==> src/rtl/lut_pkg.sv <==
package lut_pkg;
    localparam int TERN_TBL_W = 8;
    localparam int BIN_TBL_W  = 4;
    localparam int CR_W       = 4;
    localparam int CR_LT      = 3;
    localparam int CR_GT      = 2;
    localparam int CR_EQ      = 1;
    localparam int CR_SO      = 0;

    typedef enum logic {
        OP_TERN = 1'b0,
        OP_BIN  = 1'b1
    } lut_op_e;
endpackage

==> src/rtl/lut_tern_array.sv <==
module lut_tern_array #(
    parameter int DATA_W = 64
) (
    input  logic [DATA_W-1:0]               d_in,
    input  logic [DATA_W-1:0]               a_in,
    input  logic [DATA_W-1:0]               b_in,
    input  logic [lut_pkg::TERN_TBL_W-1:0]  tbl,
    output logic [DATA_W-1:0]               y
);
    for (genvar i = 0; i < DATA_W; i++) begin : g_bit
        logic [2:0] idx;
        assign idx  = {d_in[i], a_in[i], b_in[i]};
        assign y[i] = tbl[idx];
    end
endmodule

==> src/rtl/lut_bin_array.sv <==
module lut_bin_array #(
    parameter int DATA_W = 64
) (
    input  logic [DATA_W-1:0]              a_in,
    input  logic [DATA_W-1:0]              b_in,
    input  logic [lut_pkg::BIN_TBL_W-1:0]  tbl,
    output logic [DATA_W-1:0]              y
);
    for (genvar i = 0; i < DATA_W; i++) begin : g_bit
        logic [1:0] idx;
        assign idx  = {a_in[i], b_in[i]};
        assign y[i] = tbl[idx];
    end
endmodule

==> src/rtl/lut_cr_eval.sv <==
module lut_cr_eval #(
    parameter int DATA_W = 64
) (
    input  logic [DATA_W-1:0]          res,
    input  logic                       so,
    output logic [lut_pkg::CR_W-1:0]   cr
);
    logic neg;
    logic zero;

    always_comb begin
        neg  = res[DATA_W-1];
        zero = (res == '0);
        cr   = '0;
        cr[lut_pkg::CR_LT] = neg;
        cr[lut_pkg::CR_GT] = !neg && !zero;
        cr[lut_pkg::CR_EQ] = zero;
        cr[lut_pkg::CR_SO] = so;
    end
endmodule

==> src/rtl/lut_logic_unit.sv <==
module lut_logic_unit #(
    parameter int DATA_W = 64
) (
    input  logic                      clk,
    input  logic                      rst_n,
    input  logic                      in_valid,
    input  logic                      op_sel,
    input  logic [DATA_W-1:0]         dst_old,
    input  logic [DATA_W-1:0]         src_a,
    input  logic [DATA_W-1:0]         src_b,
    input  logic [DATA_W-1:0]         src_c,
    input  logic [7:0]                imm_tbl,
    input  logic                      nib_hi,
    input  logic                      rec_en,
    input  logic                      so_in,
    output logic                      out_valid,
    output logic [DATA_W-1:0]         result,
    output logic                      cr_we,
    output logic [3:0]                cr_val
);
    import lut_pkg::*;

    localparam int NIB_W    = BIN_TBL_W;
    localparam int TBL_SRC_W = 2 * NIB_W;

    typedef struct packed {
        logic              vld;
        logic [DATA_W-1:0] res;
        logic              cr_we;
        logic [CR_W-1:0]   cr;
    } unit_st_t;

    unit_st_t st_d, st_q;

    logic [NIB_W-1:0]  bin_tbl;
    logic [DATA_W-1:0] tern_y;
    logic [DATA_W-1:0] bin_y;
    logic [CR_W-1:0]   cr_calc;
    logic              unused_tbl_hi;

    assign bin_tbl       = nib_hi ? src_c[TBL_SRC_W-1:NIB_W] : src_c[NIB_W-1:0];
    assign unused_tbl_hi = ^src_c[DATA_W-1:TBL_SRC_W];

    lut_tern_array #(.DATA_W(DATA_W)) u_tern (
        .d_in (dst_old),
        .a_in (src_a),
        .b_in (src_b),
        .tbl  (imm_tbl),
        .y    (tern_y)
    );

    lut_bin_array #(.DATA_W(DATA_W)) u_bin (
        .a_in (src_a),
        .b_in (src_b),
        .tbl  (bin_tbl),
        .y    (bin_y)
    );

    lut_cr_eval #(.DATA_W(DATA_W)) u_cr (
        .res (tern_y),
        .so  (so_in),
        .cr  (cr_calc)
    );

    always_comb begin
        st_d       = st_q;
        st_d.vld   = in_valid;
        st_d.cr_we = in_valid && (op_sel == OP_TERN) && rec_en;
        st_d.cr    = st_d.cr_we ? cr_calc : '0;
        if (in_valid) begin
            st_d.res = (op_sel == OP_BIN) ? bin_y : tern_y;
        end
    end

    always_ff @(posedge clk) begin
        if (!rst_n) begin
            st_q <= '0;
        end else begin
            st_q <= st_d;
        end
    end

    assign out_valid = st_q.vld;
    assign result    = st_q.res;
    assign cr_we     = st_q.cr_we;
    assign cr_val    = st_q.cr;
endmodule

==> config.mk <==
export PLATFORM = sky130hd
export DESIGN_NAME = lut_logic_unit
export DESIGN_NICKNAME = d
export VERILOG_FILES = /design/src/rtl/lut_pkg.sv /design/src/rtl/lut_tern_array.sv /design/src/rtl/lut_bin_array.sv /design/src/rtl/lut_cr_eval.sv /design/src/rtl/lut_logic_unit.sv
export SDC_FILE = /design/constraint.sdc
export NUM_CORES = 1
export LEC_CHECK = 0
export BUFFER_PORTS_ARGS = -buffer_cell sky130_fd_sc_hd__buf_2
export CORE_MARGIN = 1
export CORE_UTILIZATION = 25
export CTS_CLUSTER_SIZE = 28
export DETAILED_ROUTE_END_ITERATION = 10
export SYNTH_ARGS = -nofsm -noshare
export SYNTH_HDL_FRONTEND = slang
export SYNTH_HIERARCHICAL = 1
export SYNTH_SLANG_ARGS = --single-unit
==> constraint.sdc <==
create_clock -name clk -period 1.97 [get_ports clk]
set_input_delay 0.0985 -clock clk [delete_from_list [all_inputs] [get_ports clk]]
set_output_delay 0.0985 -clock clk [all_outputs]
set_load 0.01 [all_outputs]
* Word-level counts from Yosys, hierarchy flattened
Cells that the tools add are included. W data, S select, Z words.
Word-level totals: register bits after elaboration 70, input port bits 271, output and inout bits 70
Cells by class: bitwise operators 1, magnitude comparators 128, multiplexer cells 258, reductions and logical operators 7
Operator list (number):
- $lt A3 B4 Y1 const B | 64
- $bmux W1 S3 | 64
- $lt A2 B3 Y1 const B | 64
- $bmux W1 S2 | 64
- $mux W1 | 128
- $logic_not A64 Y1 | 1
- $mux W64 | 1
- $mux W4 | 1
- $logic_and A1 B1 Y1 | 3
- $logic_not A1 Y1 | 2
- $reduce_and A2 Y1 | 1
- $not A1 Y1 | 1

* Logic depth before layout (Yosys ltp)
Gate-level depths: netlist of the first run.
depth after elaboration 5, depth in mapped cells 9, depth with buffers taken out 7

* By module
Netlist of the first run, hierarchy kept.
Modules (own cells, without submodules):
- lut_tern_array | times used 1, cells each 246, area an instance 3948.8 um2, seq. area each 0.0 um2
- lut_logic_unit | times used 1, cells each 300, area an instance 2965.3 um2, seq. area each 1401.3 um2
- lut_bin_array | times used 1, cells each 91, area an instance 1604.0 um2, seq. area each 0.0 um2
- lut_cr_eval | times used 1, cells each 25, area an instance 188.9 um2, seq. area each 0.0 um2

* Worst setup path after synthesis of the first run
No wires, ideal clock.
path type input port to flip-flop, from input port imm_tbl[5], to register st_q (netlist bit cr_val[1]), slack -0.120 ns, arrival 2.031 ns, path buffers 3, library setup time 0.059 ns, stages 9, required time 1.911 ns, path through buf_4 -> buf_2 -> mux4_2 -> mux2_2 -> nor4_2 -> nand4_1 -> nor4_2 -> buf_4 -> and2_1
On the way: longest elaborated chain between the ends 3, elaborated cells between the ends (all ways) 129
Ends and longest elaborated chain:
- from (decl) | RTL line lut_logic_unit.sv:12 | input logic [7:0] imm_tbl,
- $bmux W1 S3 | RTL line lut_tern_array.sv:13 | assign y[i] = tbl[idx];
- $mux W1 (implied by the code) | RTL line lut_tern_array.sv:13
- via tern_y[13] | RTL line lut_logic_unit.sv:36 | logic [DATA_W-1:0] tern_y;
- $logic_not A64 Y1 | RTL line lut_cr_eval.sv:13 | zero = (res == '0);
- via u_cr.zero | RTL line lut_cr_eval.sv:9 | logic zero;
- to (signal assigned) | RTL line lut_logic_unit.sv:79 | st_q <= st_d;
- to (decl) | RTL line lut_logic_unit.sv:33 | unit_st_t st_d, st_q;
The timed path passes the listed nets, and every way through them passes these cells. The select of a mux whose other input is x is not followed. A chain may end at the register's enable or synchronous reset.

* Worst setup path after layout of the first run
from input port imm_tbl[3], to register st_q (netlist bit cr_val[2])
On the way: longest elaborated chain between the ends 5, elaborated cells between the ends (all ways) 132
Ends and longest elaborated chain:
- $bmux W1 S3 | RTL line lut_tern_array.sv:13
- $mux W1 (implied by the code) | RTL line lut_tern_array.sv:13
- via tern_y[5] | RTL line lut_logic_unit.sv:36
- $logic_not A64 Y1 | RTL line lut_cr_eval.sv:13
- via cr_calc[1] | RTL line lut_logic_unit.sv:38 | logic [CR_W-1:0] cr_calc;
- $logic_not A1 Y1 | RTL line lut_cr_eval.sv:16 | cr[lut_pkg::CR_GT] = !neg && !zero;
- $logic_and A1 B1 Y1 | RTL line lut_cr_eval.sv:16
- via cr_calc[2] | RTL line lut_logic_unit.sv:38
The timed path passes the listed nets, and every way through them passes these cells. The select of a mux whose other input is x is not followed.

==> flow_summary.toml, run 1 <==
[clocking]
clock_sinks = 70
ctsRootBufferMaster = "clkbuf_16"
clock_latency_ps = 370
tritoncts = "done"
cts_made_buffers = 9
cts.clk_slew.worst_paths_ps = 70
cts.path.max_buffers = 2
cts_max_level = 3

[power]
power.density_nw_per_um2 = 515.8
switchingPower_mw = 2.243
p_clk_share_pct = 27.5
p_seq_share_pct = 24.6
intPower_mw = 4.225
leakage_nw = 5.210
ir_worst_vdd_v = 0.0004378
p_comb_share_pct = 48.0
switching_share_pct = 34.68

[worst_setup_path]
timing.rr.start = "result[19]"
path_class = "in2reg"
crit_arrival_ps = 2330
worst_setup_path_end_kind = "flop"
cp-startpoint = "imm_tbl[3]"
worstSetupStartpointType = "primary input"
cp.required_ps = 2240
path_cells = "buf_12, bufbuf_16, mux4_2, mux2_4, nor4_4, nand4_1, nor4_2, nor2_1, and2_1"
cp_slowest_cell = "mux4_2"
critPathMaxStageDelay_ps = 450
crit_fanout = 13

[sta]
fmax_mhz = 485.4
layout_min_cycle_time_ps = 2060
slew_violations = 0
worst_slack_ps = -90.28
finalSetupViolCount = 2
finalCritPeriodShare_pct = 104.6
fin_skew_ps = 0
rsz0062_at_grt = "yes"
finalHoldViolCount = 0
worst_slew_pin_slew_ps = 496.1
relSlewSlack_pct = 66.93
holdWs_ps = 145.1

[job]
maxCapViolCount = 0

[routing]
wire_per_inst_um = 28.21
post-route-drc-count = 0
vias = 8400
ant_nets = 0
vias_per_cell = 5.785
drt_iter0_markers = 880
wl_mm = 40.96
dr.pass1.iters = 5

[layout]
stdcell_count = 1452
filler_cell_count = 3329
syn_to_final_growth_pct = 44.01
final_cell_area_um2 = 12540
multi_input_area_um2 = 6803
layout.area.seq_um2 = 1401
drive_gt1_share_pct = 71.43
finalNetCount = 1261

[place]
gp_congestion = 0.8563
portBuffers = 284
dp_hpwl_mm = 27.80
dpl_cell_area_um2 = 11220
place_inst = 1396

[global_route]
grt_max_degree = 49
antenna_found_initial = 12
track_usage_pct = 22.22
gr-total-overflow = 0
grt_pass1_vias = 8278
grt_pass1_wl_mm = 57.06

[status]
outcome = "complete, but fails checks"
violations = "negative setup slack"

[yosys]
syn_area_um2 = 8707
ys_top_cells_by_count = "182 x mux4_2, 70 x dfxtp_1, 68 x mux2_2"
synth-warning-count = 6
synth_area_leaders = "mux4_2 47%, dfxtp_1 16%, mux2_2 8.8%, mux2i_1 7.4%, a21oi_1 3.7%"
synth.top_cell.area_share_pct = 47.08
yosys_register_bits = 70
ys_seq_area_share_pct = 16.09
synth_top_area_cell = "mux4_2"
synth_nets = 933
synth.most_common_cell = "mux4_2"
avgSynthCellArea_um2 = 13.15
synth_ff_type = "dfxtp_1"
syn_inst = 662
async_reset_ff_share_pct = 0
synth_edf_count = 0
synth_cell_types = 19

[floorplan]
die_width_um = 188.6
floorplan.die_area_um2 = 35580
io_pins = 341
start_util_pct = 25.71
rows = 67
core_um2 = 33870
die_h_um = 188.6

[min_path]
worstHoldStart = "rec_en"
holdCritPathClass = "in2reg"
[per-layer routing]
metal  up-vias  global-route usage, %  share of wire, %
met5         -                      0              0.14
li1       3474                      -                 -
met1      4298                  29.09                40
met3        76                  4.824               9.2
met4         8                  7.599               2.8
met2       544                  36.14                48
[registers in the layout (all words and copies together), names as in the netlist]
signal and count:
out_valid 1, result 64, cr_val 4, cr_we 1
[logic make-up after synthesis]
logic type      after synthesis  share of synthesized area, %
mux                         324                         66.25
buf+inv                     112                         7.918
compound gates              128                         7.357
simple gates                 28                         2.385
flops                        70                         16.09
[final timing paths]
| kind | cells after the start | end | slack [ps] |
|---|---|---|---|
| min reg2reg | 2 | result[0] | 520 |
| max | 9 | cr_val[2] | -90 |
| min | 2 | cr_we | 150 |
| max reg2reg | 2 | result[19] | 1300 |
[power by group through the flow]
| stage | registers, mW | clock network [mW] | logic [mW] |
|---|---|---|---|
| after detailed placement | 1.62 | 0 | 2.73 |
| after global routing | 1.60 | 1.86 | 3.26 |
| final | 1.59 | 1.78 | 3.10 |
| after CTS | 1.59 | 1.81 | 2.99 |
| after global placement | 1.62 | 0 | 2.70 |
| after floorplan | 1.68 | 0 | 1.55 |
[cells in the final DEF, fill, tap and decap left out, drive strengths merged, types with 2 or more instances in the layout]
master and n:
a21oi 64, nor4 17, clkinv 2, dfxtp 70
clkbuf 17, diode 10, mux4 192, mux2 68
o21ai 64, bufbuf 5, and2 5, buf 417
mux2i 64, nand4 4
[cell type report]
type | instances | area share (%)
multi-input cells | 480 | 54.25
clock buffers | 11 | 1.936
well taps | 448 | 4.470
diodes | 10 | 0.1996
repair buffers | 429 | 27.59
flip-flops and latches | 70 | 11.18
clock inverters | 4 | 0.3792
[through the flow]
step                      power, mW  util, %  setup slack, ps  setup TNS [ps]
after floorplan               3.232        -           -79.43          -154.3
after global placement        4.315    33.14           -791.2           -1467
after detailed placement      4.352    33.14           -706.6           -1315
after CTS                     6.394    36.19           -52.34          -52.34
after global routing          6.720    36.97           -150.8          -211.9
final                         6.468    37.03           -90.28          -94.52
[worst max-delay path: cells and delay by family]
kind / cells / cell delay, ps
buf+inv: 2 / 410
mux: 2 / 760
simple gates: 5 / 1050
[repair_timing]
item,CTS,global route
pin swaps,8,8
gates cloned,16,6
gates resized for setup,53,30
hold buffers,1,0
setup buffers,4,4
endpoints found under the hold margin,1,0
endpoints found under the setup margin,2,2
Power figures use the tool's default switching activity.
==> run 2: changes to the inputs <==
--- a/config.mk
+++ b/config.mk
@@ -8,6 +8,7 @@
 export BUFFER_PORTS_ARGS = -buffer_cell sky130_fd_sc_hd__buf_2
 export CORE_MARGIN = 1
 export CORE_UTILIZATION = 25
+export CTS_BUF_LIST = sky130_fd_sc_hd__clkbuf_2
 export CTS_CLUSTER_SIZE = 28
 export DETAILED_ROUTE_END_ITERATION = 10
 export SYNTH_ARGS = -nofsm -noshare
==> flow_summary.toml, run 2 (synthesis gave the netlist of run 1 again) <==
[floorplan]
die_h_um = 188.6
rows = 67
start_util_pct = 25.71
floorplan.die_area_um2 = 35580
core_um2 = 33870
die_width_um = 188.6
io_pins = 341

[global_route]
gr-total-overflow = 0
grt_max_degree = 49
track_usage_pct = 20.51
grt_pass1_vias = 8337
grt_pass1_wl_mm = 53.81
antenna_found_initial = 13

[layout]
largest_reg_flops = 64
filler_cell_count = 3364
finalNetCount = 1323
syn_to_final_growth_pct = 41.10
multi_input_area_um2 = 6634
most-common-layout-cells = "282 x buf_2, 183 x mux4_2, 93 x dlygate4sd3_1, 88 x buf_4, 70 x dfxtp_1"
drive_gt1_share_pct = 63.35
layout.area.seq_um2 = 1401
layout_commonest_cell = "buf_2"
final_cell_area_um2 = 12290

[worst_setup_path]
cp_slowest_cell = "mux4_2"
timing.rr.start = "result[9]"
worst_setup_path_end_kind = "flop"
crit_fanout = 20
path_cells = "buf_2, buf_12, mux4_2, mux2_2, nor4_2, buf_4, nand4_1, nor4_2, nor2_1, and2_1"
cp_common_cell = "nor4_2"
r2r-end = "result[9]"
critPathMaxStageDelay_ps = 480
crit_arrival_ps = 2490
path_class = "in2reg"
r2r_cells = 3
worstSetupStartpointType = "primary input"
cp.required_ps = 2610
rrSetupSlack_ps = 740

[power]
leakage_nw = 5.041
ir_worst_vdd_v = 0.0002258
power.density_nw_per_um2 = 447.8
p_comb_share_pct = 53.7
p_clk_share_pct = 17.4
switching_share_pct = 37.11
switchingPower_mw = 2.041
intPower_mw = 3.460
p_seq_share_pct = 28.9

[routing]
vias_per_cell = 5.490
route.met3.wl_mm = 2.881
routed.top_layer = "met5"
ant_nets = 0
wl_mm = 36.89
wire_per_inst_um = 24.37
drt_iter0_markers = 631
wl_met1_mm = 15.08
wl_met2_mm = 17.74
post-route-drc-count = 0
vias = 8312
dr.pass1.iters = 5

[place]
dp_hpwl_mm = 27.80
gp_congestion = 0.8563
portBuffers = 284
dpl_cell_area_um2 = 11220
post-place-ws_ps = -706.6

[clocking]
tritoncts = "done"
cts.path.max_buffers = 2
ctsRootBufferMaster = "clkbuf_2"
clock_latency_ps = 660
cts.clk_slew.worst_paths_ps = 260
clock_sinks = 70
cts_made_buffers = 9
cts_max_level = 3

[sta]
finalCritPeriodShare_pct = 93.77
layout_min_cycle_time_ps = 1847
worst_slack_ps = 122.7
relSlewSlack_pct = 66.30
finalHoldViolCount = 0
fmax_mhz = 541.3
rsz0062_at_grt = "no"
slew_violations = 0
fin_skew_ps = 0
finalSetupViolCount = 0
worst_slew_pin_slew_ps = 505.4

[min_path]
whs_path_depth = 4
worstHoldStart = "src_b[36]"
min_to = "result[36]"
holdCritPathClass = "in2reg"

[status]
outcome = "finished, final reports clean"

[job]
maxCapViolCount = 0
run 2: cell types whose count changed in the layout (fill, tap and decap cells not counted), sizes merged:
cell         previous run  this run
clkinv                  2         3
dlygate4sd3             1        93
clkbuf                 17        10
bufbuf                  5         0
buf                   417       398
run 2: what timing repair did:
| item | CTS | global route |
|---|---|---|
| setup buffers | 0 | 0 |
| hold endpoints to repair | 70 | 0 |
| hold buffers | 93 | 0 |
| setup endpoints to repair | 0 | 1 |
| gates resized for setup | 0 | 1 |
run 2: worst max-delay path, delay by kind of cell:
| kind | cells | cell delay, ps |
|---|---|---|
| simple gates | 5 | 1060 |
| buf+inv | 3 | 510 |
| mux | 2 | 790 |
run 2: power groups by stage:
stage | clock, mW | sequential, mW | combinational, mW
final | 0.957 | 1.59 | 2.95
after global routing | 1.04 | 1.61 | 3.13
after CTS | 1.01 | 1.59 | 2.94
after detailed placement | 0 | 1.62 | 2.73
after global placement | 0 | 1.62 | 2.70
after floorplan | 0 | 1.68 | 1.55
run 2: area by class of cell:
class	instances	area share, %
diodes	10	0.2037
clock buffers	10	0.4074
clock inverters	5	0.4176
multi-input cells	480	54.00
flip-flops and latches	70	11.41
well taps	448	4.563
repair buffers	491	29.01
run 2: how the worst max path moves through the flow:
stage / slack (ps) / to / depth (start not counted) / from
6_report: 120 / cr_val[2] / 10 / imm_tbl[7]
5_1_grt: 100 / cr_val[2] / 10 / imm_tbl[7]
4_1_cts: 90 / cr_val[2] / 10 / imm_tbl[7]
3_5_place_dp: -710 / cr_val[2] / 10 / imm_tbl[7]
3_3_place_gp: -790 / cr_val[2] / 10 / imm_tbl[7]
2_1_floorplan: -80 / cr_val[1] / 9 / imm_tbl[0]
run 2: routing by layer:
| metal | vias to the layer above | GRT usage (%) |
|---|---|---|
| met5 | - | 0 |
| met4 | 10 | 7.661 |
| met3 | 63 | 4.284 |
| met2 | 450 | 33.71 |
| met1 | 4202 | 26.43 |
| li1 | 3587 | - |
run 2: per-stage QoR:
stage	hold slack (ps)	power, mW	util [%]	instances	TNS, ps
finish	54.43	5.502	36.28	1514	0
global route	20.80	5.786	36.24	1509	0
CTS	1.185	5.543	36.18	1504	0
detailed placement	301.1	4.352	33.14	1396	-1315
global placement	297.9	4.315	33.14	1396	-1467
floorplan	298.2	3.232	-	662	-154.3
==> run 3: changes to the inputs <==
--- a/config.mk
+++ b/config.mk
@@ -11,6 +11,9 @@
 export CTS_BUF_LIST = sky130_fd_sc_hd__clkbuf_2
 export CTS_CLUSTER_SIZE = 28
 export DETAILED_ROUTE_END_ITERATION = 10
+export RECOVER_POWER = 50
+export SKIP_CTS_REPAIR_TIMING = 1
+export SLEW_MARGIN = 20
 export SYNTH_ARGS = -nofsm -noshare
 export SYNTH_HDL_FRONTEND = slang
 export SYNTH_HIERARCHICAL = 1
==> flow_summary.toml, run 3 (synthesis gave the netlist of run 1 again) <==
[place]
portBuffers = 284
gp_congestion = 0.8563
post-place-ws_ps = -706.6
dp_hpwl_mm = 27.80
place_inst = 1396

[global_route]
grt_max_degree = 49
busiest_layer = "met2"
grt_pass1_vias = 7922
use_met3_pct = 4.563
gr-total-overflow = 0
grt_pass1_wl_mm = 52.39
antenna_found_initial = 14
grt_use_met1_pct = 25.95
use_met2_pct = 32.90
track_usage_pct = 20.08

[sta]
layout_min_cycle_time_ps = 1884
worst_slack_ps = 85.89
relSlewSlack_pct = 66.92
slew_violations = 0
rsz0062_at_grt = "no"
finalSetupViolCount = 0
worst_slew_pin_slew_ps = 496.3
fmax_mhz = 530.8
holdWs_ps = -28.34
fin_skew_ps = 0
finalHoldViolCount = 4
finalCritPeriodShare_pct = 95.64

[layout]
syn_to_final_growth_pct = 38.87
most-common-layout-cells = "266 x buf_2, 183 x mux4_2, 87 x buf_4, 76 x dlygate4sd3_1, 70 x dfxtp_1"
drive_gt1_share_pct = 62.56
finalNetCount = 1306
stdcell_count = 1497
layout_commonest_cell = "buf_2"
fin_util_pct = 35.70
largest_reg_flops = 64

[power]
power.density_nw_per_um2 = 449.3
ir_worst_vdd_v = 0.0002258
power.total_mw = 5.433
leakage_nw = 4.908

[clocking]
clock_latency_ps = 660
cts_made_buffers = 9
clock_sinks = 70
cts.path.max_buffers = 2
tritoncts = "done"
cts.clk_slew.worst_paths_ps = 230
ctsRootBufferMaster = "clkbuf_2"
cts_max_level = 3

[worst_setup_path]
crit_arrival_ps = 2480
worst_setup_path_end_kind = "flop"
critPathMaxStageDelay_ps = 580
worstSetupStartpointType = "primary input"
path_cells = "clkbuf_1, mux2_1, buf_12, mux4_2, mux2i_1, a21oi_1, dlygate4sd3_1"
path_class = "in2reg"
cp_slowest_cell = "dlygate4sd3_1"
crit_fanout = 28
cp.required_ps = 2570

[min_path]
holdCritPathClass = "in2reg"

[status]
violations = "negative hold slack"
outcome = "complete, but fails checks"

[job]
maxCapViolCount = 0

[floorplan]
start_util_pct = 25.71
rows = 67
floorplan.die_area_um2 = 35580
die_h_um = 188.6
core_um2 = 33870
die_width_um = 188.6
io_pins = 341

[routing]
vias_per_cell = 5.522
dr.pass1.iters = 5
drt_iter0_markers = 578
vias = 8266
ant_nets = 0
wl_mm = 36.73
wire_per_inst_um = 24.53
post-route-drc-count = 0
==> run 3: changes by cell type in the layout (fill, tap and decap cells not counted) <==
cell           delta
clkbuf_1         +17
dlygate4sd3_1    -17
buf_2            -16
mux2_1            +2
mux2_2            -2
buf_4             -1
==> run 3: worst paths after layout <==
kind | slack (ps) | to | depth (start not counted) | from
setup / recovery | 90 | result[18] | 7 | nib_hi
hold / removal | -30 | result[58] | 4 | src_a[58]
setup reg to reg | 760 | result[18] | 3 | result[18]
hold reg to reg | 540 | result[0] | 2 | result[0]
==> run 3: per-stage QoR <==
stage	instance area, um^2	setup TNS [ps]
after CTS	11320	0
after floorplan	8835	-154.3
after global routing	12080	0
after detailed placement	11220	-1315
final	12090	0
after global placement	11220	-1467
==> run 3: per-layer routing <==
layer / up-vias / share of wire, %
met5: - / 0.21
li1: 3554 / -
met3: 63 / 8.2
met1: 4176 / 40
met4: 12 / 2.8
met2: 461 / 49
==> run 3: final cells by class <==
| cell class | instances | area, um^2 |
|---|---|---|
| flip-flops and latches | 70 | 1401 |
| diodes | 10 | 25.02 |
| well taps | 448 | 560.5 |
| multi-input cells | 480 | 6634 |
| clock inverters | 5 | 51.30 |
| clock buffers | 10 | 50.05 |
| fillers | 3398 | 21780 |
| repair buffers | 474 | 3369 |
==> run 3: critical path: cells and delay by family <==
family / cells / cell delay [ps]
buf+inv: 3 / 1010
compound gates: 1 / 100
mux: 3 / 1260
==> run 3: report_power, final <==
group          internal (mW)  switching [mW]
Sequential              1.54          0.0528
Clock                  0.282           0.674
Combinational           1.58            1.30
